## config.mk

```make
export PLATFORM = sky130hd
export DESIGN_NAME = irq_vector_ctrl
export DESIGN_NICKNAME = d
export VERILOG_FILES = /design/src/rtl/ivc_pkg.sv /design/src/rtl/ivc_stat_reg.sv /design/src/rtl/ivc_prio_enc.sv /design/src/rtl/ivc_gis_ctl.sv /design/src/rtl/irq_vector_ctrl.sv
export SDC_FILE = /design/constraint.sdc
export NUM_CORES = 1
export LEC_CHECK = 0
export BUFFER_PORTS_ARGS = -buffer_cell sky130_fd_sc_hd__buf_2
export CORE_ASPECT_RATIO = 0.8
export CORE_UTILIZATION = 30
export CTS_CLUSTER_DIAMETER = 60
export DETAILED_ROUTE_END_ITERATION = 8
export SLEW_MARGIN = 10
export SYNTH_ARGS = -nofsm -noshare
export SYNTH_HDL_FRONTEND = slang
export SYNTH_HIERARCHICAL = 1
export SYNTH_SLANG_ARGS = --single-unit
```

## constraint.sdc

```tcl
create_clock -name clk -period 26.4 [get_ports clk]
set_input_delay 2.64 -clock clk [delete_from_list [all_inputs] [get_ports clk]]
set_output_delay 2.64 -clock clk [all_outputs]
set_load 0.01 [all_outputs]
```

## src/rtl/ivc_pkg.sv

```systemverilog
package ivc_pkg;

  typedef enum logic [1:0] {
    GRP_A    = 2'd0,
    GRP_B    = 2'd1,
    GRP_C    = 2'd2,
    GRP_CHAN = 2'd3
  } grp_e;

  localparam int          AUTO_GRPS = 3;
  localparam logic [7:0]  VEC_IDLE  = 8'hFF;
  localparam logic [2:0]  PAR_CH    = 3'd7;

  function automatic logic [7:0] pack_vec(input grp_e g, input logic [2:0] ch);
    return {g, 3'b000, ch};
  endfunction

endpackage

```

## src/rtl/ivc_stat_reg.sv

```systemverilog
module ivc_stat_reg #(
  parameter int W = 8
) (
  input  logic         clk,
  input  logic         rst_n,
  input  logic [W-1:0] ev_i,
  input  logic         rd_i,
  input  logic [W-1:0] clr_i,
  input  logic         mwr_i,
  input  logic [W-1:0] mdata_i,
  output logic [W-1:0] stat_o,
  output logic [W-1:0] mask_o,
  output logic [W-1:0] pend_o
);

  logic [W-1:0] stat_q, stat_d;
  logic [W-1:0] hold_q, hold_d;
  logic [W-1:0] mask_q;

  // A read empties the register; events seen during the read are parked
  // in hold_q and merged on the first cycle without a read.
  always_comb begin
    if (rd_i) begin
      stat_d = '0;
      hold_d = hold_q | ev_i;
    end else begin
      stat_d = (stat_q & ~clr_i) | ev_i | hold_q;
      hold_d = '0;
    end
  end

  always_ff @(posedge clk or negedge rst_n) begin
    if (!rst_n) begin
      stat_q <= '0;
      hold_q <= '0;
      mask_q <= '1;
    end else begin
      stat_q <= stat_d;
      hold_q <= hold_d;
      if (mwr_i) mask_q <= mdata_i;
    end
  end

  assign stat_o = stat_q;
  assign mask_o = mask_q;
  assign pend_o = stat_q & ~mask_q;

  assert_read_clears_R4: assert property (@(posedge clk) disable iff (!rst_n)
    (rd_i && hold_q == '0 && ev_i == '0) |=> (stat_o == '0));

  assert_event_kept_R2: assert property (@(posedge clk) disable iff (!rst_n)
    (!rd_i) |=> ((stat_o & $past(ev_i)) == $past(ev_i)));

endmodule

```

## src/rtl/ivc_prio_enc.sv

```systemverilog
module ivc_prio_enc
  import ivc_pkg::*;
#(
  parameter int NCH = 8,
  parameter int W   = 8
) (
  input  logic [NCH*W-1:0] pend0_i,
  input  logic [NCH*W-1:0] pend1_i,
  input  logic             ppend_i,
  output logic             hit_o,
  output grp_e             grp_o,
  output logic [2:0]       ch_o
);

  localparam int HI_W = W - AUTO_GRPS;

  // Scanned from lowest to highest priority; the last match wins.
  always_comb begin
    hit_o = 1'b0;
    grp_o = GRP_CHAN;
    ch_o  = '0;
    if (ppend_i) begin
      hit_o = 1'b1;
      grp_o = GRP_CHAN;
      ch_o  = PAR_CH;
    end
    for (int c = NCH - 1; c >= 0; c--) begin
      if ((|pend0_i[c*W+AUTO_GRPS +: HI_W]) || (|pend1_i[c*W +: W])) begin
        hit_o = 1'b1;
        grp_o = GRP_CHAN;
        ch_o  = 3'(c);
      end
    end
    for (int g = AUTO_GRPS - 1; g >= 0; g--) begin
      for (int c = NCH - 1; c >= 0; c--) begin
        if (pend0_i[c*W+g]) begin
          hit_o = 1'b1;
          grp_o = grp_e'(2'(g));
          ch_o  = 3'(c);
        end
      end
    end
  end

endmodule

```

## src/rtl/ivc_gis_ctl.sv

```systemverilog
module ivc_gis_ctl #(
  parameter int GW = 17
) (
  input  logic          clk,
  input  logic          rst_n,
  input  logic [GW-1:0] live_i,
  input  logic          ack_i,
  input  logic          release_i,
  output logic [GW-1:0] gis_o
);

  logic          frozen_q, frozen_d;
  logic [GW-1:0] gis_q;
  logic          gis_en;

  always_comb begin
    gis_en = ack_i | ~frozen_q;
    if (ack_i)          frozen_d = 1'b1;
    else if (release_i) frozen_d = 1'b0;
    else                frozen_d = frozen_q;
  end

  always_ff @(posedge clk or negedge rst_n) begin
    if (!rst_n) begin
      frozen_q <= 1'b0;
      gis_q    <= '0;
    end else begin
      frozen_q <= frozen_d;
      if (gis_en) gis_q <= live_i;
    end
  end

  assign gis_o = gis_q;

  assert_frozen_hold_R9: assert property (@(posedge clk) disable iff (!rst_n)
    (frozen_q && !ack_i) |=> $stable(gis_o));

endmodule

```

## src/rtl/irq_vector_ctrl.sv

```systemverilog
module irq_vector_ctrl
  import ivc_pkg::*;
#(
  parameter int NCH    = 8,
  parameter int STAT_W = 8,
  localparam int SW     = NCH * STAT_W,
  localparam int GIS_W  = 2 * NCH + 1,
  localparam int BUS_W0 = (GIS_W > STAT_W) ? GIS_W : STAT_W,
  localparam int BUS_W  = (BUS_W0 > 8) ? BUS_W0 : 8,
  localparam int ADDR_W = $clog2(4 * NCH + 3)
) (
  input  logic              clk,
  input  logic              rst_n,
  input  logic [SW-1:0]     ev0_i,
  input  logic [SW-1:0]     ev1_i,
  input  logic [STAT_W-1:0] pev_i,
  input  logic [ADDR_W-1:0] addr_i,
  input  logic              rd_i,
  input  logic              wr_i,
  input  logic [STAT_W-1:0] wdata_i,
  input  logic              inta_i,
  output logic [BUS_W-1:0]  rdata_o,
  output logic              rvalid_o,
  output logic              irq_o
);

  localparam int A_MASK0 = 2 * NCH;
  localparam int A_PIS   = 4 * NCH;
  localparam int A_PMASK = A_PIS + 1;
  localparam int A_GIS   = A_PIS + 2;

  // Reset: asserted asynchronously, released on the clock.
  logic rst_m_q, rst_q_n;
  always_ff @(posedge clk or negedge rst_n) begin
    if (!rst_n) begin
      rst_m_q <= 1'b0;
      rst_q_n <= 1'b0;
    end else begin
      rst_m_q <= 1'b1;
      rst_q_n <= rst_m_q;
    end
  end

  logic [1:0][SW-1:0]  ev_all;
  logic [1:0][SW-1:0]  pend_all;
  logic [STAT_W-1:0]   st_a [2][NCH];
  logic [STAT_W-1:0]   mk_a [2][NCH];
  logic [GIS_W-1:0]    gis_live;
  logic [GIS_W-1:0]    gis_val;
  logic [STAT_W-1:0]   pst, pmk, ppd;

  logic                pick_hit;
  grp_e                pick_grp;
  logic [2:0]          pick_ch;
  logic                auto_fire;
  logic [STAT_W-1:0]   auto_bits;
  logic                rd_ok;

  assign ev_all    = {ev1_i, ev0_i};
  assign rd_ok     = rd_i & ~inta_i;
  assign auto_fire = inta_i & pick_hit & (pick_grp != GRP_CHAN);
  assign auto_bits = STAT_W'(1) << pick_grp;

  for (genvar r = 0; r < 2; r++) begin : g_reg
    for (genvar c = 0; c < NCH; c++) begin : g_ch
      logic              rd_w, mwr_w;
      logic [STAT_W-1:0] clr_w, pd_w;

      assign rd_w  = rd_ok && (addr_i == ADDR_W'(2 * c + r));
      assign mwr_w = wr_i  && (addr_i == ADDR_W'(A_MASK0 + 2 * c + r));
      assign clr_w = (r == 0 && auto_fire && pick_ch == 3'(c)) ? auto_bits : '0;

      ivc_stat_reg #(.W(STAT_W)) u_stat (
        .clk     (clk),
        .rst_n   (rst_q_n),
        .ev_i    (ev_all[r][c*STAT_W +: STAT_W]),
        .rd_i    (rd_w),
        .clr_i   (clr_w),
        .mwr_i   (mwr_w),
        .mdata_i (wdata_i),
        .stat_o  (st_a[r][c]),
        .mask_o  (mk_a[r][c]),
        .pend_o  (pd_w)
      );

      assign pend_all[r][c*STAT_W +: STAT_W] = pd_w;
      assign gis_live[2 * c + r]             = |pd_w;
    end
  end

  ivc_stat_reg #(.W(STAT_W)) u_par (
    .clk     (clk),
    .rst_n   (rst_q_n),
    .ev_i    (pev_i),
    .rd_i    (rd_ok && addr_i == ADDR_W'(A_PIS)),
    .clr_i   ('0),
    .mwr_i   (wr_i && addr_i == ADDR_W'(A_PMASK)),
    .mdata_i (wdata_i),
    .stat_o  (pst),
    .mask_o  (pmk),
    .pend_o  (ppd)
  );

  assign gis_live[2 * NCH] = |ppd;
  assign irq_o             = |gis_live;

  ivc_prio_enc #(.NCH(NCH), .W(STAT_W)) u_prio (
    .pend0_i (pend_all[0]),
    .pend1_i (pend_all[1]),
    .ppend_i (|ppd),
    .hit_o   (pick_hit),
    .grp_o   (pick_grp),
    .ch_o    (pick_ch)
  );

  logic release_w;
  assign release_w = rd_ok && ((addr_i < ADDR_W'(2 * NCH)) ||
                               (addr_i == ADDR_W'(A_PIS)) ||
                               (addr_i == ADDR_W'(A_GIS)));

  ivc_gis_ctl #(.GW(GIS_W)) u_gis (
    .clk       (clk),
    .rst_n     (rst_q_n),
    .live_i    (gis_live),
    .ack_i     (inta_i),
    .release_i (release_w),
    .gis_o     (gis_val)
  );

  // Read path
  logic [BUS_W-1:0] rd_sel, rdata_d;
  logic [7:0]       vec_w;

  always_comb begin
    rd_sel = '0;
    for (int c = 0; c < NCH; c++) begin
      for (int r = 0; r < 2; r++) begin
        if (addr_i == ADDR_W'(2 * c + r))           rd_sel = BUS_W'(st_a[r][c]);
        if (addr_i == ADDR_W'(A_MASK0 + 2 * c + r)) rd_sel = BUS_W'(mk_a[r][c]);
      end
    end
    if (addr_i == ADDR_W'(A_PIS))   rd_sel = BUS_W'(pst);
    if (addr_i == ADDR_W'(A_PMASK)) rd_sel = BUS_W'(pmk);
    if (addr_i == ADDR_W'(A_GIS))   rd_sel = BUS_W'(gis_val);

    vec_w = pick_hit ? pack_vec(pick_grp, pick_ch) : VEC_IDLE;
    if (inta_i)    rdata_d = BUS_W'(vec_w);
    else if (rd_i) rdata_d = rd_sel;
    else           rdata_d = '0;
  end

  always_ff @(posedge clk or negedge rst_q_n) begin
    if (!rst_q_n) begin
      rdata_o  <= '0;
      rvalid_o <= 1'b0;
    end else begin
      rdata_o  <= rdata_d;
      rvalid_o <= inta_i | rd_i;
    end
  end

  assert_irq_agrees_R3: assert property (@(posedge clk) disable iff (!rst_q_n)
    irq_o == pick_hit);

  assert_vec_layout_R5: assert property (@(posedge clk) disable iff (!rst_q_n)
    (inta_i && pick_hit) |=> (rvalid_o && rdata_o[5:3] == 3'b000));

endmodule

```

Word-level counts from Yosys, hierarchy flattened
Cells that the tools add are included.
{ "word_totals": {"latch_bits": 0, "in_bits": 155, "n_memories": 0, "ram_bits": 0, "word_cells": 463, "output_inout_bits": 19, "regBits": 446, "rom_bits": 0} }
{ "op_classes": {"magnitude_cmp": 1, "muxes": 172, "mul": 0, "div": 0, "reduce_logical": 82, "shifts": 1, "n_eq_ne": 42, "addsub": 0, "bitwise_logic": 108} }
{ "ops": {"columns": ["op", "count"], "rows": [
  ["two-way mux 17 bit", 26],
  ["two-way mux 8 bit", 54],
  ["bitwise OR 8 bit", 51],
  ["bitwise AND 8 bit", 25],
  ["NOT 8 bit", 25],
  ["OR reduction 136 bit", 1],
  ["OR reduction 8 bit", 17],
  ["two-way mux 3 bit", 33],
  ["equality test 6 x 5 -> 1 bit (second input constant)", 16],
  ["equality test 6 x 4 -> 1 bit (second input constant)", 8],
  ["logical AND 1 bit", 43],
  ["two-way mux 1 bit", 43],
  ["OR reduction 5 bit", 8],
  ["two-way mux 2 bit", 16],
  ["equality test 6 x 3 -> 1 bit (second input constant)", 4],
  ["equality test 6 bit (second input constant)", 3],
  ["equality test 3 bit (second input constant)", 4],
  ["equality test 6 x 2 -> 1 bit (second input constant)", 2],
  ["logical OR 1 bit", 10],
  ["<< shifter 1 x 2 -> 8 bit (first input constant)", 1],
  ["equality test 3 x 2 -> 1 bit (second input constant)", 2],
  ["equality test 6 x 1 -> 1 bit (second input constant)", 1],
  ["logical NOT 6 bit", 1],
  ["< comparator 6 x 5 -> 1 bit (second input constant)", 1],
  ["other kinds (7)", 11]
]} }

Longest topological paths before layout
Gate-level depths: netlist of run 1.
{ "depth": {"word_depth": 45, "ltp_mapped": 15, "depth_no_buf": 15} }

Modules after synthesis
The synthesis of run 1 kept the hierarchy.
{ "modules_own_cells": {"columns": ["mod", "seq_area_each_um2", "n_inst", "cells_each", "area_per_inst_um2"], "rows": [
  ["ivc_stat_reg", 610.6, 17, 74, 972.2],
  ["irq_vector_ctrl", 500.5, 1, 697, 4566.9],
  ["ivc_gis_ctl", 450.4, 1, 40, 735.7],
  ["ivc_prio_enc", 0.0, 1, 112, 668.1]
]} }

Worst setup path after synthesis of run 1
OpenSTA, ideal clock, no wires.
{ "synth_timing": {"path_type": "input to register", "start": "in addr_i[4]", "end": "reg rdata_o[2]", "setup_ps": 126, "arrival_ps": 4393, "stages": 8, "path_buffers": 1, "required_time_ps": 26274, "path_slack_ps": 21882, "path_cell_list": "buf_4 or4b_4 or3_1 o2111a_2 a2111oi_4 nor4_1 o311ai_1 nand2_1"} }
{ "synth_between": {"elab_chain_cells": 38, "word_cells_on_any_way": 72, "classes_between": "eq/ne (34); mux (37); reduce/logical (1)"} }
{ "synth_lines": {"columns": ["item", "line_no", "rtl"], "rows": [
  ["start: declaration", "irq_vector_ctrl.sv:17", "input logic [ADDR_W-1:0] addr_i,"],
  ["logical NOT 6 bit", "irq_vector_ctrl.sv:138", "if (addr_i == ADDR_W'(2 * c + r)) rd_sel = BUS_W'(st_a[r][c]);"],
  ["two-way mux 8 bit", "irq_vector_ctrl.sv:138", null],
  ["two-way mux 8 bit", "irq_vector_ctrl.sv:139", "if (addr_i == ADDR_W'(A_MASK0 + 2 * c + r)) rd_sel = BUS_W'(mk_a[r][c]);"],
  ["two-way mux 8 bit", "irq_vector_ctrl.sv:138", null],
  ["two-way mux 8 bit", "irq_vector_ctrl.sv:139", null],
  ["two-way mux 8 bit", "irq_vector_ctrl.sv:138", null],
  ["two-way mux 8 bit", "irq_vector_ctrl.sv:139", null],
  ["two-way mux 8 bit", "irq_vector_ctrl.sv:138", null],
  ["[23 not listed]", null, null],
  ["two-way mux 17 bit", "irq_vector_ctrl.sv:138", null],
  ["two-way mux 17 bit", "irq_vector_ctrl.sv:139", null],
  ["two-way mux 17 bit", "irq_vector_ctrl.sv:142", "if (addr_i == ADDR_W'(A_PIS)) rd_sel = BUS_W'(pst);"],
  ["two-way mux 17 bit", "irq_vector_ctrl.sv:143", "if (addr_i == ADDR_W'(A_PMASK)) rd_sel = BUS_W'(pmk);"],
  ["two-way mux 17 bit *", "irq_vector_ctrl.sv:144", "if (addr_i == ADDR_W'(A_GIS)) rd_sel = BUS_W'(gis_val);"],
  ["two-way mux 17 bit *", "irq_vector_ctrl.sv:148", "else if (rd_i) rdata_d = rd_sel;"],
  ["two-way mux 17 bit *", "irq_vector_ctrl.sv:147", "if (inta_i) rdata_d = BUS_W'(vec_w);"],
  ["named net rdata_d[2]", "irq_vector_ctrl.sv:131", "logic [BUS_W-1:0] rd_sel, rdata_d;"],
  ["end signal: assignment", "irq_vector_ctrl.sv:157", "rdata_o <= rdata_d;"],
  ["end: declaration", "irq_vector_ctrl.sv:22", "output logic [BUS_W-1:0] rdata_o,"]
]} }
Mark *: on every way through the listed nets, which the timed path passes. The rest lies on a longest branch.
A chain may end at the register's enable or synchronous reset.

Final worst setup path of run 1
{ "layout_timing": {"start": "reg g_reg[1].g_ch[3].u_stat.stat_q[1]", "end": "out irq_o"} }
{ "layout_between": {"elab_chain_cells": 2} }
{ "layout_lines": {"columns": ["item", "line_no", "rtl"], "rows": [
  ["start: declaration", "ivc_stat_reg.sv:16", "logic [W-1:0] stat_q, stat_d;"],
  ["start signal: assignment", "ivc_stat_reg.sv:38", "stat_q <= stat_d;"],
  ["bitwise AND 8 bit", "ivc_stat_reg.sv:46", "assign pend_o = stat_q & ~mask_q;"],
  ["named net g_reg[1].g_ch[3].pd_w[1]", "irq_vector_ctrl.sv:67", "logic [STAT_W-1:0] clr_w, pd_w;"],
  ["OR reduction 136 bit", "irq_vector_ctrl.sv:105", "assign irq_o = |gis_live;"],
  ["end: declaration", "irq_vector_ctrl.sv:24", "output logic irq_o"]
]} }
The timed path passes the listed nets, and every way through them passes these cells.

==> impl_metrics.csv, run 1 <==
group,metric,value,unit
floorplan,dieArea,76100,sq um
sta,finalMaxSlewViolations,0,
floorplan,start_util,30.43,%
drt,drt_iter0_drc,1831,
logic_synthesis,yosysSeqAreaShare,50.36,%
logic_synthesis,synth-edff-count,0,
cells_and_area,final_cells,3415,
clocking,post_cts_buffers,0,
min_path,min_to,"rst_q_n",
drt,wire_per_inst,23.47,um
worst_setup_path,start_kind,"flop",
logic_synthesis,yosysWarningCount,6,
placement,place_inst,3319,
logic_synthesis,avgSynthCellArea,10.68,sq um
worst_setup_path,worstPathRequired,23760,ps
worst_setup_path,worst-path-buf-inv,1,
worst_setup_path,critPathSlowestCell,"nor4_1",
power_and_ir_drop,total_leakage_power,11.01,nW
logic_synthesis,synth_area,22500,sq um
worst_setup_path,cpMostUsedCell,"nor4_1",
worst_setup_path,r2r_start,"g_reg[1].g_ch[1].u_stat/mask_o[0]",
logic_synthesis,synthArstFlopShare,100.0,%
worst_setup_path,worstPathArrival,3950,ps
drt,dr_total_vias,17560,
sta,rsz0062_at_grt,"false",
worst_setup_path,cpPeakStageDelay,1050,ps
placement,io_buffers,173,
placement,dp_hpwl,59270,um
logic_synthesis,synth.most_common_cell,"dfrtp_1",
sta,worst_slew_pin_slew,1279,ps
min_path,hp-class,"reg2reg",
power_and_ir_drop,totalPowerFinal,1.732,mW
clocking,cts_tree,"yes",
sta,hold_violations,0,
sta,setup_violations,0,
drt,dr.pass1.iters,7,
sta,setup_tns,0,ps
worst_setup_path,crit_path_end_kind,"output port",
sta,fin_crit_sh,24.96,%
drt,vias_per_cell,5.143,
clocking,clock_latency,600,ps
worst_setup_path,r2r_end,"g_reg[0].g_ch[6].u_stat/stat_o[0]",
placement,place_ws,20490,ps
grt,grt.total_usage,20.93,%
floorplan,core-area,73940,sq um
logic_synthesis,synthCells,2107,
sta,max_freq,0.1518,GHz
sta,fin_crit,6589,ps
sta,setup_ws,19810,ps
grt,grt_antenna_before_repair,4,
worst_setup_path,reg2reg_depth,13,
clocking,cts_buffers,51,
drt,drc,0,
clocking,cts.htree.levels,2,
logic_synthesis,ys_types,87,
flow_run,max-cap-violations,0,
logic_synthesis,synth_common_cells,"310 x dfrtp_1, 248 x nor2b_1, 240 x nor2_1",
sta,finalClockSkew,24.30,ps
clocking,cts.sinks,446,
floorplan,fp-row-count,89,
grt,grt_pass1_wl,117700,um
clocking,root_buffer,"clkbuf_16",
run_status,outcome,"finished, final reports clean",
worst_setup_path,crit_type,"reg2out",
clocking,cts_resized,0,
logic_synthesis,ys.flop_type,"dfrtp_1",
worst_setup_path,path_delay_family,"simple AND/OR/NAND/NOR gates",
worst_setup_path,r2r_setup_slack,22330,ps
drt,route.met3.wl,6328,um
drt,wl_met1,37890,um
cells_and_area,final.fill_count,7461,
clocking,clock_path_buffers,3,
power_and_ir_drop,ir_drop,40.24,uV
logic_synthesis,synth_top_area_share,34.48,%
grt,overflow,0,
power_and_ir_drop,powerDensity,65.70,nW/um^2
drt,ant_nets,0,
floorplan,die_h,246.9,um
sta,hold_slack,354.1,ps
clocking,cts_hold_buf,0,
min_path,holdPathStages,0,
clocking,clkTransAtPathRegs,60,ps
drt,dr_wl_met2,33650,um
worst_setup_path,path_cells,"nor2b_1 -> nor4_1 -> nand2_1 -> nor4_1 -> nand4_1 -> or4_1 -> buf_2",
drt,drt_wl_total,80160,um
grt,first_global_vias,17510,
logic_synthesis,yosysTopAreaCell,"dfrtp_1",
floorplan,die_w,308.2,um
sta,slew_headroom,13.98,%
drt,dr.max_layer_used,"met5",
floorplan,num_io_pins,174,
logic_synthesis,ys_ff_latch,446,
worst_setup_path,critPathMaxFanout,3,
min_path,min-delay-start,"rst_m_q",
grt,grt_max_degree,163,
cells_and_area,final_nets,2526,
placement,place.gp.congestion,0.9792,
logic_synthesis,ys_top_cells_by_area,"dfrtp_1 34%, dfstp_2 16%, mux2_4 9.7%",
cells_and_area,area_delta_synth_final,17.15,%
cells_and_area,layout-drive-gt1-share,25.32,%
-- layer usage --
| metal | vias up | GRT usage [%] |
|---|---|---|
| met5 | - | 0 |
| met4 | 2 | 6.146 |
| met3 | 134 | 3.737 |
| met2 | 811 | 30.26 |
| met1 | 8737 | 31.45 |
| li1 | 7879 | - |
-- power breakdown --
group | internal [mW] | switching [mW]
clock | 0.423 | 0.305
sequential | 0.748 | 0.0600
combinational | 0.0871 | 0.108
-- how the worst max path moves through the flow --
stage | startpoint | endpoint | slack [ps] | depth (start not counted)
2_1_floorplan | rst_q_n | g_reg[0].g_ch[0].u_stat/hold_q[0] | 13290 | 0
3_3_place_gp | addr_i[0] | rdata_o[1] | 20480 | 9
3_5_place_dp | addr_i[0] | rdata_o[1] | 20490 | 9
4_1_cts | g_reg[1].g_ch[3].u_stat/stat_o[1] | irq_o | 20080 | 7
5_1_grt | g_reg[1].g_ch[3].u_stat/stat_o[1] | irq_o | 19920 | 7
6_report | g_reg[1].g_ch[3].u_stat/stat_o[1] | irq_o | 19810 | 7
-- area by class of cell --
type | instances | area, sq um | area share [%]
Inverter | 13 | 48.80 | 0.1851
Clock buffer | 68 | 1461 | 5.545
Antenna cell | 1 | 2.502 | 0.009494
Sequential cell | 446 | 11330 | 43.00
Multi-Input combinational cell | 1664 | 10930 | 41.48
Clock inverter | 27 | 280.3 | 1.063
Tap cell | 1001 | 1252 | 4.752
Timing Repair Buffer | 195 | 1044 | 3.959
-- flip-flops by register name, summed over array words and instances (netlist names) --
name,cells
g.g_ch.u_stat/hold_q,128
u_gis/gis_o,17
rst_q_n,1
rst_m_q,1
u_par/hold_q,8
g.g_ch.u_stat/mask_o,128
g.g_ch.u_stat/stat_o,128
rdata_o,17
rvalid_o,1
u_par/mask_o,8
u_par/stat_o,8
u_gis/frozen_q,1
-- placed cells by master (no fill, tap or decap), types with 5 or more instances in the layout --
| master | instances |
|---|---|
| and3_1 | 13 |
| nand2_1 | 98 |
| o2111ai_1 | 7 |
| nand4b_1 | 5 |
| conb_1 | 113 |
| mux2i_1 | 13 |
| a32oi_1 | 7 |
| a31oi_1 | 8 |
| a211oi_1 | 8 |
| nand4_1 | 11 |
| nor2b_1 | 247 |
| nand2b_1 | 143 |
| o22ai_1 | 21 |
| clkbuf_8 | 10 |
| clkinv_2 | 8 |
| a22oi_1 | 18 |
| buf_2 | 173 |
| and2b_1 | 34 |
| nor3_1 | 22 |
| clkinv_4 | 5 |
| nand3_1 | 27 |
| o211ai_1 | 11 |
| a21oi_1 | 202 |
| buf_4 | 21 |
| inv_1 | 13 |
| a221oi_1 | 14 |
| nor2_1 | 239 |
| and2_1 | 11 |
| o21ai_0 | 50 |
| nor4_1 | 60 |
| or4_1 | 9 |
| clkbuf_16 | 52 |
| dfrtp_1 | 309 |
| a21o_1 | 5 |
| clkbuf_1 | 6 |
| dfstp_2 | 136 |
| mux2_2 | 11 |
| o221ai_1 | 14 |
| mux2_4 | 146 |
-- worst reg2reg max path, delay by kind of cell, from the launching register on --
| family | cells | cell delay [ps] |
|---|---|---|
| compound gates | 3 | 490 |
| simple gates | 9 | 2760 |
| buf+inv | 1 | 70 |
| flops | 1 | 580 |
-- kinds of logic after synthesis --
logic type | count (synthesis) | synth area share (%)
compound gates | 419 | 11.75
buf+inv | 108 | 2.959
flops | 446 | 50.36
mux | 174 | 11.27
other cells | 2 | 0.03338
simple gates | 958 | 23.62
-- per-stage QoR --
stage | util [%] | instance area [sq um]
floorplan | - | 22910
global placement | 33.29 | 24610
detailed placement | 33.29 | 24610
CTS | 35.64 | 26350
global route | 35.64 | 26350
finish | 35.65 | 26360
Power figures use the tool's default switching activity.
==> run 2, diff against run 1 <==
==> constraint.sdc (replaced) <==
create_clock -name clk -period 5.5 [get_ports clk]
set_input_delay 0.55 -clock clk [delete_from_list [all_inputs] [get_ports clk]]
set_output_delay 0.55 -clock clk [all_outputs]
set_load 0.01 [all_outputs]
==> run 2 against run 1 <==
Setup slack got worse by 19000 ps. First-iteration DRC count decreased by 15%. Clock power increased to 4.7 times the previous value. Register-to-register slack got worse by 21000 ps. Cell area decreased by 0.10%. Via count increased by 1.2%. Non-clock buffer count unchanged. Routed wire length increased by 2.7%. Largest cell class unchanged. Highest routed layer unchanged.
==> impl_metrics.csv, run 2 (synthesized netlist as in run 1, its figures left out) <==
group,metric,value,unit
grt,grt.total_usage,21.56,%
cells_and_area,final_nets,2527,
clocking,clock_path_buffers,3,
worst_setup_path,critPathLaunch,"g_reg[1].g_ch[5].u_stat/stat_o[1]",
drt,drt_iter0_drc,1558,
worst_setup_path,crit_end,"irq_o",
sta,slew_headroom,21.03,%
clocking,root_buffer,"clkbuf_16",
worst_setup_path,crit_type,"reg2out",
placement,place_inst,3318,
clocking,clkTransAtPathRegs,60,ps
cells_and_area,fin_util,35.61,%
power_and_ir_drop,total_leakage_power,10.97,nW
power_and_ir_drop,seqPwrFrac,46.8,%
sta,finalClockSkew,32.59,ps
clocking,cts_tree,"yes",
worst_setup_path,start_kind,"flop",
floorplan,num_io_pins,174,
grt,grt_antenna_before_repair,4,
floorplan,core-area,73940,sq um
floorplan,dieArea,76100,sq um
drt,drc,0,
floorplan,die_h,246.9,um
clocking,cts_buffers,52,
cells_and_area,layout-drive-gt1-share,24.93,%
placement,place_area,24630,sq um
drt,dr.pass1.iters,5,
floorplan,die_w,308.2,um
drt,ant_nets,0,
min_path,min-delay-start,"rd_i",
drt,wire_per_inst,24.09,um
flow_run,max-cap-violations,0,
placement,io_buffers,173,
power_and_ir_drop,powerDensity,314.2,nW/um^2
worst_setup_path,crit_path_end_kind,"output port",
min_path,hp-class,"in2reg",
grt,overflow,0,
sta,setup_violations,0,
power_and_ir_drop,p_clk_share,41.5,%
drt,vias_per_cell,5.201,
cells_and_area,fin_area,26330,sq um
worst_setup_path,r2r_end,"g_reg[0].g_ch[2].u_stat/stat_o[2]",
grt,grt_max_degree,183,
sta,setup_tns,0,ps
placement,place_ws,1619,ps
worst_setup_path,worstPathArrival,3740,ps
worst_setup_path,critPathMaxFanout,3,
drt,drt_wl_total,82300,um
worst_setup_path,worstPathRequired,4950,ps
floorplan,fp-row-count,89,
sta,max_freq,0.2330,GHz
power_and_ir_drop,p_int,5.995,mW
cells_and_area,final_common_cell,"dfrtp_1",
power_and_ir_drop,switching_power,2.276,mW
cells_and_area,antenna_cells,0,
sta,worst_slew_pin_slew,1174,ps
clocking,post_cts_buffers,0,
sta,setup_ws,1207,ps
sta,rsz0062_at_grt,"false",
placement,dp_hpwl,60180,um
power_and_ir_drop,swShare,27.52,%
grt,grt_pass1_wl,121100,um
run_status,outcome,"finished, final reports clean",
sta,hold_violations,0,
clocking,cts.sinks,446,
sta,fin_crit_sh,78.05,%
power_and_ir_drop,p_comb_share,11.7,%
worst_setup_path,r2r_start,"g_reg[0].g_ch[5].u_stat/mask_o[4]",
worst_setup_path,r2r_setup_slack,1650,ps
sta,finalMaxSlewViolations,0,
clocking,clock_latency,610,ps
floorplan,start_util,30.43,%
cells_and_area,layout_common_cells,"309 x dfrtp_1, 248 x nor2b_1, 239 x nor2_1",
sta,fin_crit,4293,ps
cells_and_area,area_delta_synth_final,17.03,%
worst_setup_path,reg2reg_depth,12,
clocking,cts.htree.levels,2,
grt,first_global_vias,17730,
drt,dr_total_vias,17770,
cells_and_area,final_cells,3416,
placement,place.gp.congestion,0.9905,
power_and_ir_drop,ir_drop,196.6,uV
run 2: per-stage QoR:
step | hold WS [ps] | power, mW
after global placement | 337.8 | 4.841
after floorplan | 254.4 | 4.415
after detailed placement | 337.8 | 4.857
after CTS | 136.2 | 8.345
final | 169.3 | 8.272
after global routing | 166.1 | 8.593
run 2: how the worst min path moves through the flow:
stage,end,slack [ps],cells past startpoint
after floorplan,rst_m_q,250,0
after global placement,rst_m_q,340,1
after detailed placement,rst_m_q,340,1
after CTS,rvalid_o,140,2
after global routing,rvalid_o,170,2
final,rvalid_o,170,2
run 2: power by group through the flow:
stage | registers, mW | logic [mW] | clock network [mW]
after floorplan | 3.80 | 0.614 | 0
after global placement | 3.90 | 0.937 | 0
after detailed placement | 3.90 | 0.954 | 0
after CTS | 3.85 | 0.960 | 3.53
after global routing | 3.88 | 1.04 | 3.67
final | 3.87 | 0.967 | 3.44
run 2: layer usage:
metal	vias up	track usage [%]	share of wire, %
li1	7880	-	-
met4	4	5.780	2.4
met1	8943	31.79	47
met5	-	0	0.028
met2	803	31.65	42
met3	136	4.474	8.0
run 2: critical path, stage by stage (launching register included):
cell	delay [ps]
dfrtp_1	460
nor2b_1	190
nor4_1	340
nand2_1	180
nor4_1	1020
nand4_1	230
or4_1	550
buf_2	190
run 2: layout make-up:
cell class	instances	area [sq um]
inverter	13	48.80
timing repair buffer	195	1059
clock buffer	79	1493
clock inverter	18	198.9
tap	1001	1252
fill	7486	47610
sequential	446	11330
multi-input combinational	1664	10940
run 2: what timing repair did:
item | CTS | global route
hold endpoints to repair | 2 | 0
hold buffers | 1 | 0
resized for setup | 0 | 0
